===== config.mk =====
export PLATFORM = sky130hd
export DESIGN_NAME = bpdsm_loop
export DESIGN_NICKNAME = d
export VERILOG_FILES = /design/src/rtl/bpdsm_pkg.sv /design/src/rtl/bpdsm_feedback.sv /design/src/rtl/bpdsm_resonator.sv /design/src/rtl/bpdsm_quantizer.sv /design/src/rtl/bpdsm_loop.sv
export SDC_FILE = /design/constraint.sdc
export NUM_CORES = 1
export LEC_CHECK = 0
export ABC_AREA = 1
export BUFFER_PORTS_ARGS = -buffer_cell sky130_fd_sc_hd__buf_2
export CAP_MARGIN = 25
export CORE_UTILIZATION = 40
export DETAILED_ROUTE_END_ITERATION = 10
export HOLD_SLACK_MARGIN = 0.12
export SYNTH_ARGS = -nofsm -noshare
export SYNTH_HDL_FRONTEND = slang
export SYNTH_SLANG_ARGS = --single-unit

===== constraint.sdc =====
create_clock -name clk -period 16.9 [get_ports clk]
set_clock_uncertainty 0.2 [all_clocks]
set_input_delay 3.38 -clock clk [delete_from_list [all_inputs] [get_ports clk]]
set_output_delay 3.38 -clock clk [all_outputs]
set_load 0.01 [all_outputs]

===== src/rtl/bpdsm_pkg.sv =====
`timescale 1ns/1ps
package bpdsm_pkg;

    // Coefficients are held in units of 1/2^COEF_FRAC.
    localparam int COEF_FRAC  = 6;
    localparam int COEF_ONE   = 1 << COEF_FRAC;
    localparam int NUM_STAGES = 2;

    // Loop position of a resonator: the outer one sees the input sample.
    typedef enum logic [0:0] {
        STAGE_OUTER = 1'b0,
        STAGE_INNER = 1'b1
    } stage_e;

    function automatic stage_e stage_kind(int idx);
        return (idx == 0) ? STAGE_OUTER : STAGE_INNER;
    endfunction

    // Resonator coefficient (1/8 units in, 1/64 units out).
    function automatic int res_a64(stage_e st, int ai8, int aj8);
        return ((st == STAGE_OUTER) ? aj8 : ai8) * (COEF_ONE / 8);
    endfunction

    // Present-level tap of the feedback branch that enters a stage.
    function automatic int fb_b64(stage_e st, int ai8, int aj8);
        if (st == STAGE_OUTER)
            return COEF_ONE - aj8 * aj8;          // 1 - aj^2
        else
            return (ai8 + aj8) * (COEF_ONE / 8);  // ai + aj
    endfunction

    // Previous-level tap of the feedback branch that enters a stage.
    function automatic int fb_c64(stage_e st, int aj8);
        if (st == STAGE_OUTER)
            return -aj8 * (COEF_ONE / 8);         // -aj
        else
            return COEF_ONE;                      // 1
    endfunction

endpackage


===== src/rtl/bpdsm_feedback.sv =====
`timescale 1ns/1ps
module bpdsm_feedback #(
    parameter int LVL_W  = 5,
    parameter int WIDE_W = 38,
    parameter int FRAC_W = 10,
    parameter int B64    = 0,
    parameter int C64    = 0
) (
    input  logic signed [LVL_W-1:0]  lvl_now_i,
    input  logic signed [LVL_W-1:0]  lvl_prev_i,
    output logic signed [WIDE_W-1:0] fb_o
);
    import bpdsm_pkg::*;

    localparam int SCALE_SH = FRAC_W - COEF_FRAC;
    localparam logic signed [WIDE_W-1:0] B_W = WIDE_W'(B64);
    localparam logic signed [WIDE_W-1:0] C_W = WIDE_W'(C64);

    logic signed [WIDE_W-1:0] now_w;
    logic signed [WIDE_W-1:0] prev_w;

    always_comb begin
        now_w  = {{(WIDE_W-LVL_W){lvl_now_i[LVL_W-1]}},  lvl_now_i};
        prev_w = {{(WIDE_W-LVL_W){lvl_prev_i[LVL_W-1]}}, lvl_prev_i};
        // level is an integer; taps are in 1/64; result lands in FRAC_W format
        fb_o   = (now_w * B_W + prev_w * C_W) <<< SCALE_SH;
    end

endmodule


===== src/rtl/bpdsm_resonator.sv =====
`timescale 1ns/1ps
module bpdsm_resonator #(
    parameter int STATE_W = 24,
    parameter int WIDE_W  = 38,
    parameter int A64     = 96
) (
    input  logic                      clk,
    input  logic                      rst,
    input  logic                      en,
    input  logic signed [WIDE_W-1:0]  drive_i,
    output logic signed [STATE_W-1:0] y_o,
    output logic                      sat_o
);
    import bpdsm_pkg::*;

    localparam logic signed [WIDE_W-1:0] A_W   = WIDE_W'(A64);
    localparam logic signed [WIDE_W-1:0] Y_MAX = (WIDE_W'(1) <<< (STATE_W-1)) - WIDE_W'(1);
    localparam logic signed [WIDE_W-1:0] Y_MIN = -Y_MAX - WIDE_W'(1);

    logic signed [STATE_W-1:0] y_q;
    logic signed [STATE_W-1:0] y_prev_q;
    logic signed [STATE_W-1:0] y_next;
    logic signed [WIDE_W-1:0]  y_w;
    logic signed [WIDE_W-1:0]  yp_w;
    logic signed [WIDE_W-1:0]  prod;
    logic signed [WIDE_W-1:0]  sum;

    // s[n+1] = u[n] - a*s[n] - s[n-1], product truncated toward -inf
    always_comb begin
        y_w   = {{(WIDE_W-STATE_W){y_q[STATE_W-1]}},      y_q};
        yp_w  = {{(WIDE_W-STATE_W){y_prev_q[STATE_W-1]}}, y_prev_q};
        prod  = (y_w * A_W) >>> COEF_FRAC;
        sum   = drive_i - prod - yp_w;
        sat_o = 1'b0;
        if (sum > Y_MAX) begin
            y_next = Y_MAX[STATE_W-1:0];
            sat_o  = 1'b1;
        end else if (sum < Y_MIN) begin
            y_next = Y_MIN[STATE_W-1:0];
            sat_o  = 1'b1;
        end else begin
            y_next = sum[STATE_W-1:0];
        end
    end

    always_ff @(posedge clk) begin
        if (rst) begin
            y_q      <= '0;
            y_prev_q <= '0;
        end else if (en) begin
            y_prev_q <= y_q;
            y_q      <= y_next;
        end
    end

    assign y_o = y_q;

    p_state_clear_r1: assert property (@(posedge clk)
        rst |=> (y_q == '0 && y_prev_q == '0));

    p_state_hold_r2: assert property (@(posedge clk) disable iff (rst)
        !en |=> ($stable(y_q) && $stable(y_prev_q)));

    p_history_shift_r6: assert property (@(posedge clk) disable iff (rst)
        en |=> (y_prev_q == $past(y_q)));

    p_clip_rail_r9: assert property (@(posedge clk) disable iff (rst)
        (en && sat_o) |=> (y_q == Y_MAX[STATE_W-1:0] || y_q == Y_MIN[STATE_W-1:0]));

endmodule


===== src/rtl/bpdsm_quantizer.sv =====
`timescale 1ns/1ps
module bpdsm_quantizer #(
    parameter int STATE_W = 24,
    parameter int FRAC_W  = 10,
    parameter int Q_BITS  = 5
) (
    input  logic signed [STATE_W-1:0] y_i,
    output logic signed [Q_BITS-1:0]  lvl_o,
    output logic signed [STATE_W:0]   err_o
);
    localparam int EXT_W = STATE_W + 1;
    localparam logic signed [EXT_W-1:0] HALF_E = EXT_W'(1) <<< (FRAC_W-1);
    localparam logic signed [EXT_W-1:0] LMAX_E = EXT_W'((1 << (Q_BITS-1)) - 1);
    localparam logic signed [EXT_W-1:0] LMIN_E = -LMAX_E - EXT_W'(1);

    logic signed [EXT_W-1:0] y_e;
    logic signed [EXT_W-1:0] rnd;
    logic signed [EXT_W-1:0] lvl_e;

    always_comb begin
        y_e = {y_i[STATE_W-1], y_i};
        rnd = (y_e + HALF_E) >>> FRAC_W;    // floor(y + 1/2)
        if (rnd > LMAX_E)
            lvl_e = LMAX_E;
        else if (rnd < LMIN_E)
            lvl_e = LMIN_E;
        else
            lvl_e = rnd;
        lvl_o = lvl_e[Q_BITS-1:0];
        err_o = y_e - (lvl_e <<< FRAC_W);
    end

endmodule


===== src/rtl/bpdsm_loop.sv =====
`timescale 1ns/1ps
module bpdsm_loop #(
    parameter int X_W     = 16,
    parameter int STATE_W = 24,
    parameter int FRAC_W  = 10,
    parameter int Q_BITS  = 5,
    parameter int AI8     = 12,
    parameter int AJ8     = 15
) (
    input  logic                     clk,
    input  logic                     rst,
    input  logic                     smp_en,
    input  logic signed [X_W-1:0]    smp_in,
    output logic [Q_BITS-1:0]        code_out,
    output logic signed [STATE_W:0]  qerr_out,
    output logic                     out_valid,
    output logic                     sat_flag
);
    import bpdsm_pkg::*;

    localparam int ERR_W  = STATE_W + 1;
    localparam int WIDE_W = STATE_W + 14;
    localparam logic [Q_BITS-1:0] CODE_MID = {1'b1, {(Q_BITS-1){1'b0}}};
    localparam logic [Q_BITS-1:0] CODE_TOP = '1;
    localparam logic signed [ERR_W-1:0] HALF_E = ERR_W'(1) <<< (FRAC_W-1);

    logic signed [WIDE_W-1:0]  src_w   [NUM_STAGES];
    logic signed [WIDE_W-1:0]  fb_w    [NUM_STAGES];
    logic signed [WIDE_W-1:0]  drive_w [NUM_STAGES];
    logic signed [STATE_W-1:0] y_w     [NUM_STAGES];
    logic [NUM_STAGES-1:0]     sat_v;

    logic signed [Q_BITS-1:0]  lvl_n;
    logic signed [ERR_W-1:0]   err_n;
    logic signed [Q_BITS-1:0]  lvl_q;     // also serves as v[n-1]
    logic signed [ERR_W-1:0]   err_q;
    logic                      valid_q;
    logic                      sat_q;

    for (genvar k = 0; k < NUM_STAGES; k++) begin : g_stage
        localparam stage_e ST = stage_kind(k);

        if (k == 0) begin : g_src_in
            assign src_w[k] = {{(WIDE_W-X_W){smp_in[X_W-1]}}, smp_in};
        end else begin : g_src_chain
            assign src_w[k] = {{(WIDE_W-STATE_W){y_w[k-1][STATE_W-1]}}, y_w[k-1]};
        end

        bpdsm_feedback #(
            .LVL_W  (Q_BITS),
            .WIDE_W (WIDE_W),
            .FRAC_W (FRAC_W),
            .B64    (fb_b64(ST, AI8, AJ8)),
            .C64    (fb_c64(ST, AJ8))
        ) u_fb (
            .lvl_now_i  (lvl_n),
            .lvl_prev_i (lvl_q),
            .fb_o       (fb_w[k])
        );

        assign drive_w[k] = src_w[k] + fb_w[k];

        bpdsm_resonator #(
            .STATE_W (STATE_W),
            .WIDE_W  (WIDE_W),
            .A64     (res_a64(ST, AI8, AJ8))
        ) u_res (
            .clk     (clk),
            .rst     (rst),
            .en      (smp_en),
            .drive_i (drive_w[k]),
            .y_o     (y_w[k]),
            .sat_o   (sat_v[k])
        );
    end

    bpdsm_quantizer #(
        .STATE_W (STATE_W),
        .FRAC_W  (FRAC_W),
        .Q_BITS  (Q_BITS)
    ) u_quant (
        .y_i   (y_w[NUM_STAGES-1]),
        .lvl_o (lvl_n),
        .err_o (err_n)
    );

    always_ff @(posedge clk) begin
        if (rst) begin
            lvl_q   <= '0;
            err_q   <= '0;
            valid_q <= 1'b0;
            sat_q   <= 1'b0;
        end else begin
            valid_q <= smp_en;
            if (smp_en) begin
                lvl_q <= lvl_n;
                err_q <= err_n;
                sat_q <= sat_q | (|sat_v);
            end
        end
    end

    // offset binary: flip the sign bit of the two's-complement level
    assign code_out  = {~lvl_q[Q_BITS-1], lvl_q[Q_BITS-2:0]};
    assign qerr_out  = err_q;
    assign out_valid = valid_q;
    assign sat_flag  = sat_q;

    p_reset_outputs_r1: assert property (@(posedge clk)
        rst |=> (code_out == CODE_MID && qerr_out == '0 && !out_valid && !sat_flag));

    p_idle_hold_r2: assert property (@(posedge clk) disable iff (rst)
        !smp_en |=> ($stable(code_out) && $stable(qerr_out) && $stable(sat_flag) && !out_valid));

    p_valid_follows_r3: assert property (@(posedge clk) disable iff (rst)
        smp_en |=> out_valid);

    p_err_half_step_r5: assert property (@(posedge clk) disable iff (rst)
        (code_out != '0 && code_out != CODE_TOP) |-> (qerr_out >= -HALF_E && qerr_out < HALF_E));

    p_flag_sticky_r9: assert property (@(posedge clk) disable iff (rst)
        sat_flag |=> sat_flag);

endmodule


After elaboration in Yosys (flattened, before gate mapping)

Cells that the tools add are included.

Add/sub/neg operators: 10
$mul: 5
Order comparisons: 6
Mux-type cells: 10
Bitwise logic cells: 2
Reduce and logical (&&, ||, !) cells: 1

Operators with widths:

| cell                                                 | count |
|---|---|
| two-way mux 24 bit                                   | 4 |
| > comparator 38 x 24 -> 1 bit, second input constant | 2 |
| < comparator 38 x 24 -> 1 bit, second input constant | 2 |
| subtractor 38 x 24 -> 38 bit                         | 2 |
| subtractor 38 x 26 -> 38 bit                         | 2 |
| adder 16 x 38 -> 38 bit                              | 1 |
| adder 24 x 38 -> 38 bit                              | 1 |
| adder 34 bit                                         | 1 |
| two-way mux 15 bit                                   | 2 |
| multiplier 24 x 5 -> 29 bit, second input constant   | 1 |
| multiplier 24 x 3 -> 27 bit, second input constant   | 1 |
| adder 24 x 11 -> 25 bit, second input constant       | 1 |
| subtractor 24 x 25 -> 25 bit                         | 1 |
| adder 14 x 11 -> 15 bit                              | 1 |
| > comparator 15 x 5 -> 1 bit, second input constant  | 1 |
| < comparator 15 x 5 -> 1 bit, second input constant  | 1 |
| multiplier 5 x 9 -> 14 bit, second input constant    | 1 |
| multiplier 5 x 6 -> 11 bit, second input constant    | 1 |
| multiplier 5 x 5 -> 10 bit, second input constant    | 1 |
| two-way mux 1 bit                                    | 4 |
| OR reduction 2 bit                                   | 1 |
| NOT 1 bit                                            | 1 |
| OR 1 bit                                             | 1 |

Bits in registers: 128
Input port bits: 19
Output and inout bits: 32
Logic and storage cells: 42

Depth between registers and ports, before layout

Depth after elaboration: 14
Mapped depth: 62
Mapped depth without buffers: 60

Cells and area by module

From an unflattened synthesis, not the netlist that was laid out.

Cell total of the unflattened synthesis: 4368
Area total of the unflattened synthesis: 27352.5 um^2

Modules (own cells, without submodules):

| module                              | instances | cells an instance | area an instance (um^2) | seq. area each (um^2) |
|---|---|---|---|---|
| bpdsm_resonator at g_stage[0].u_res | 1         | 1288              | 8857.2                  | 960.9 |
| bpdsm_resonator at g_stage[1].u_res | 1         | 1172              | 7425.9                  | 960.9 |
| bpdsm_loop                          | 1         | 1260              | 6671.4                  | 640.6 |
| bpdsm_feedback at g_stage[0].u_fb   | 1         | 249               | 1951.9                  | 0.0 |
| bpdsm_quantizer                     | 1         | 223               | 1271.2                  | 0.0 |
| bpdsm_feedback at g_stage[1].u_fb   | 1         | 176               | 1174.9                  | 0.0 |

Least setup slack after synthesis

No wires, ideal clock.

Path kind: reg2reg
From: reg g_stage[1].u_res.y_q[11]
To: reg g_stage[0].u_res.y_q[18]
Setup time: 0.122 ns
Data arrival time: 9.739 ns
Required time: 16.578 ns
Path slack: 6.839 ns
Stages on the path, launching flop included: 52
Buffers on the path: 2
Clock period less this slack: 10.061 ns
Path through: dfxtp_1 ha_1 nand2_1 nor3b_2 nand2_1 nor2_1 nand2_1 xor2_1 or4_1 ha_1 clkbuf_1 inv_1 nand2_1 nand2_1 ha_1 ha_1 inv_1 fa_1 (+16 left out) inv_1 fa_1 ha_1 nand2_1 inv_1 a21oi_1 nand2_1 a21oi_1 nand2_1 nand2_1 nand2_1 nor2_1 nand3_1 nor2_2 nand3_2 a21oi_4 buf_12 a21oi_2

RTL lines:

| what                     | RTL line              | RTL |
|---|---|---|
| start: declaration       | bpdsm_resonator.sv:20 | `logic signed [STATE_W-1:0] y_q;` |
| start signal: assignment | bpdsm_resonator.sv:52 | `y_q <= y_next;` |
| end signal: assignment   | bpdsm_resonator.sv:52 |  |
| end: declaration         | bpdsm_resonator.sv:20 |  |

==> results.py <==
metrics = {
    "die": {
        "die_h_um": 220,
        "io_pins": 51,
        "core_um2": 46700,
        "die_x_um": 220,
        "rows": 79,
        "floorplan.initialDensity_pct": 40.7,
        "die_area_um2": 48300,
    },
    "global_routing": {
        "grtUsageMet1_pct": 33.1,
        "grt_pass1_wl_um": 87000,
        "first_global_vias": 16100,
        "grt_max_degree": 99,
        "busiest_layer": "met2",
        "grt_use_total_pct": 23.3,
        "antenna_found_initial": 0,
        "globalRouteOverflowTotal": 0,
        "grt_use_met3_pct": 3.15,
        "grt_use_met2_pct": 36.9,
    },
    "synth": {
        "ys.flop_type": "dfxtp_1",
        "netlist_area_um2": 19000,
        "yosysWarnings": 0,
        "synthCells": 2655,
        "synth_seq_cells": 118,
        "synth-seq-area-share_pct": 12.4,
        "synthesis.nets": 3104,
        "syn-mean-instance-area_um2": 7.15,
        "postSynth.asyncResetShare_pct": 0,
        "synth_cell_type_count": 49,
        "synth_edf_count": 0,
    },
    "finish": {
        "nets": 3125,
        "final_common_cell": "inv_1",
        "n_antenna_cell": 0,
        "layout_common_cells": "inv_1 (551), nand2_1 (517), ha_1 (255)",
        "drive_gt1_share_pct": 5.62,
        "syn_to_final_growth_pct": 7.36,
    },
    "worst_setup_path": {
        "critPathBufInv": 7,
        "crit_required_ps": 16990,
        "worst-path-max-fanout": 19,
        "cp_top_family": "adder cells",
        "cpPeakStageDelay_ps": 720,
        "end_kind": "flip-flop",
        "crit_path_top_delay_cell": "ha_1",
        "critPathKind": "flip-flop to flip-flop",
        "cp.arrival_ps": 12070,
        "path_common_cell": "nand2_1",
        "start_kind": "flip-flop",
        "rr_worst_depth": 48,
        "cp.depth": 48,
    },
    "status": {
        "outcome": "complete, but fails checks",
        "violations": "DRC",
    },
    "timing": {
        "finalCritPeriodShare_pct": 70.9,
        "tightest_slew_ps": 975,
        "slew-limit-headroom_pct": 35.0,
        "hold_viol_final": 0,
        "rsz0062_at_grt": "false",
        "finalSetupViolations": 0,
        "final.min_clock_period_ps": 11980,
        "fmax_ghz": 0.0835,
        "finalSetupTns_ps": 0,
        "slew_viol_final": 0,
    },
    "place": {
        "io_buffers": 50,
        "post-dp-hpwl_um": 46000,
        "place_congestion": 0.957,
    },
    "cts": {
        "clk_latency_ps": 460,
        "ctsRootBufferMaster": "clkbuf_16",
        "htreeDepth": 4,
        "clk_pin_slew_ps": 70,
        "cts_buffer_depth": 2,
        "cts_made_buffers": 17,
        "postCtsSetupBuffers": 0,
        "cts.hold.buffers_added": 0,
        "cts_tree": "yes",
        "clock-sinks": 118,
        "cts-resized-gates": 0,
    },
    "run": {
        "drv_cap": 0,
    },
    "route": {
        "drt-total-wl_um": 55000,
        "drtPass1Iterations": 8,
        "drtIter0Drc": 1078,
        "routed_via_density": 5.05,
        "num_vias": 16700,
        "drtAntennaViolNets": 0,
        "avgRoutedWirePerCell_um": 16.7,
        "drc_errors": 10,
    },
    "worst_hold_path": {
        "holdPathStages": 2,
        "hold_path.class": "flip-flop to flip-flop",
    },
}
-- flip-flops by register name, summed over array words and instances, names as in the netlist --
register                cells
qerr_out                   25
sat_flag                    1
out_valid                   1
g_stage.u_res.y_o          48
g_stage.u_res.y_prev_q     38
lvl_q                       5
-- cell usage after synthesis, drive strengths merged, types with 8 or more instances --
cell      n  area, µm²
nand4    18        113
nand2   527       2000
fa      175       3500
a21oi   238       1250
nand3    88        465
o21ai   184        928
dfxtp   118       2360
nor3     15       80.1
buf      26        185
o21bai   13        109
a31oi     9       56.3
nor2    185        734
o21a     10       75.1
xor2    102        893
a21o      8       60.1
xnor2    50        438
clkbuf   32        120
nor4      8       50.1
inv     559       2100
ha      255       3190
-- cells by family (layout without fill, tap and decap cells) --
group | count (synthesis) | after routing | synth area share [%]
buf+inv | 617 | 650 | 12.7
simple gates | 858 | 858 | 18.8
fa+ha+maj | 430 | 430 | 35.3
compound gates | 480 | 480 | 13.8
xor+xnor | 152 | 152 | 7.01
flops | 118 | 118 | 12.4
-- metrics by stage --
stage / util [%] / area (µm²) / cells / worst slack [ps] / hold slack (ps)
4_1_cts: 43.6 / 20400 / 3293 / 4280 / 302
3_5_place_dp: 42.3 / 19700 / 3262 / 4340 / 291
6_report: 43.7 / 20400 / 3295 / 4920 / 306
5_1_grt: 43.7 / 20400 / 3295 / 4190 / 337
3_3_place_gp: 42.3 / 19700 / 3262 / 4780 / 284
2_1_floorplan: - / 19000 / 2655 / 6840 / 263
-- worst min-delay path, cell delays in order, from the launching register on --
cell	delay, ps
dfxtp_1	300
inv_1	90
a21oi_1	70
-- worst paths after layout --
kind / from / to / slack (ps)
max: g_stage[1].u_res.y_o[11] / g_stage[0].u_res.y_o[9] / 4920
max reg2reg: g_stage[1].u_res.y_o[11] / g_stage[0].u_res.y_o[9] / 4920
min reg2reg: g_stage[1].u_res.y_prev_q[17] / g_stage[1].u_res.y_prev_q[17] / 310
min: g_stage[1].u_res.y_prev_q[17] / g_stage[1].u_res.y_prev_q[17] / 310
-- area by class of cell --
class | instances | area, µm²
clock buffer | 20 | 467
clock inverter | 11 | 149
fill | 4763 | 26300
inverter | 559 | 2100
multi-input combinational | 1920 | 14200
sequential | 118 | 2360
tap | 607 | 759
timing repair buffer | 60 | 328
-- per-layer routing --
| layer | up-vias | part of all wire [%] |
|---|---|---|
| li1 | 8389 | - |
| met1 | 7848 | 49 |
| met2 | 371 | 44 |
| met3 | 46 | 4.3 |
| met4 | 0 | 2.0 |
| met5 | - | 0 |
Power is left out: the tool's default activity adds up to more than one toggle a clock period on the data nets, which glitch-free logic cannot reach.
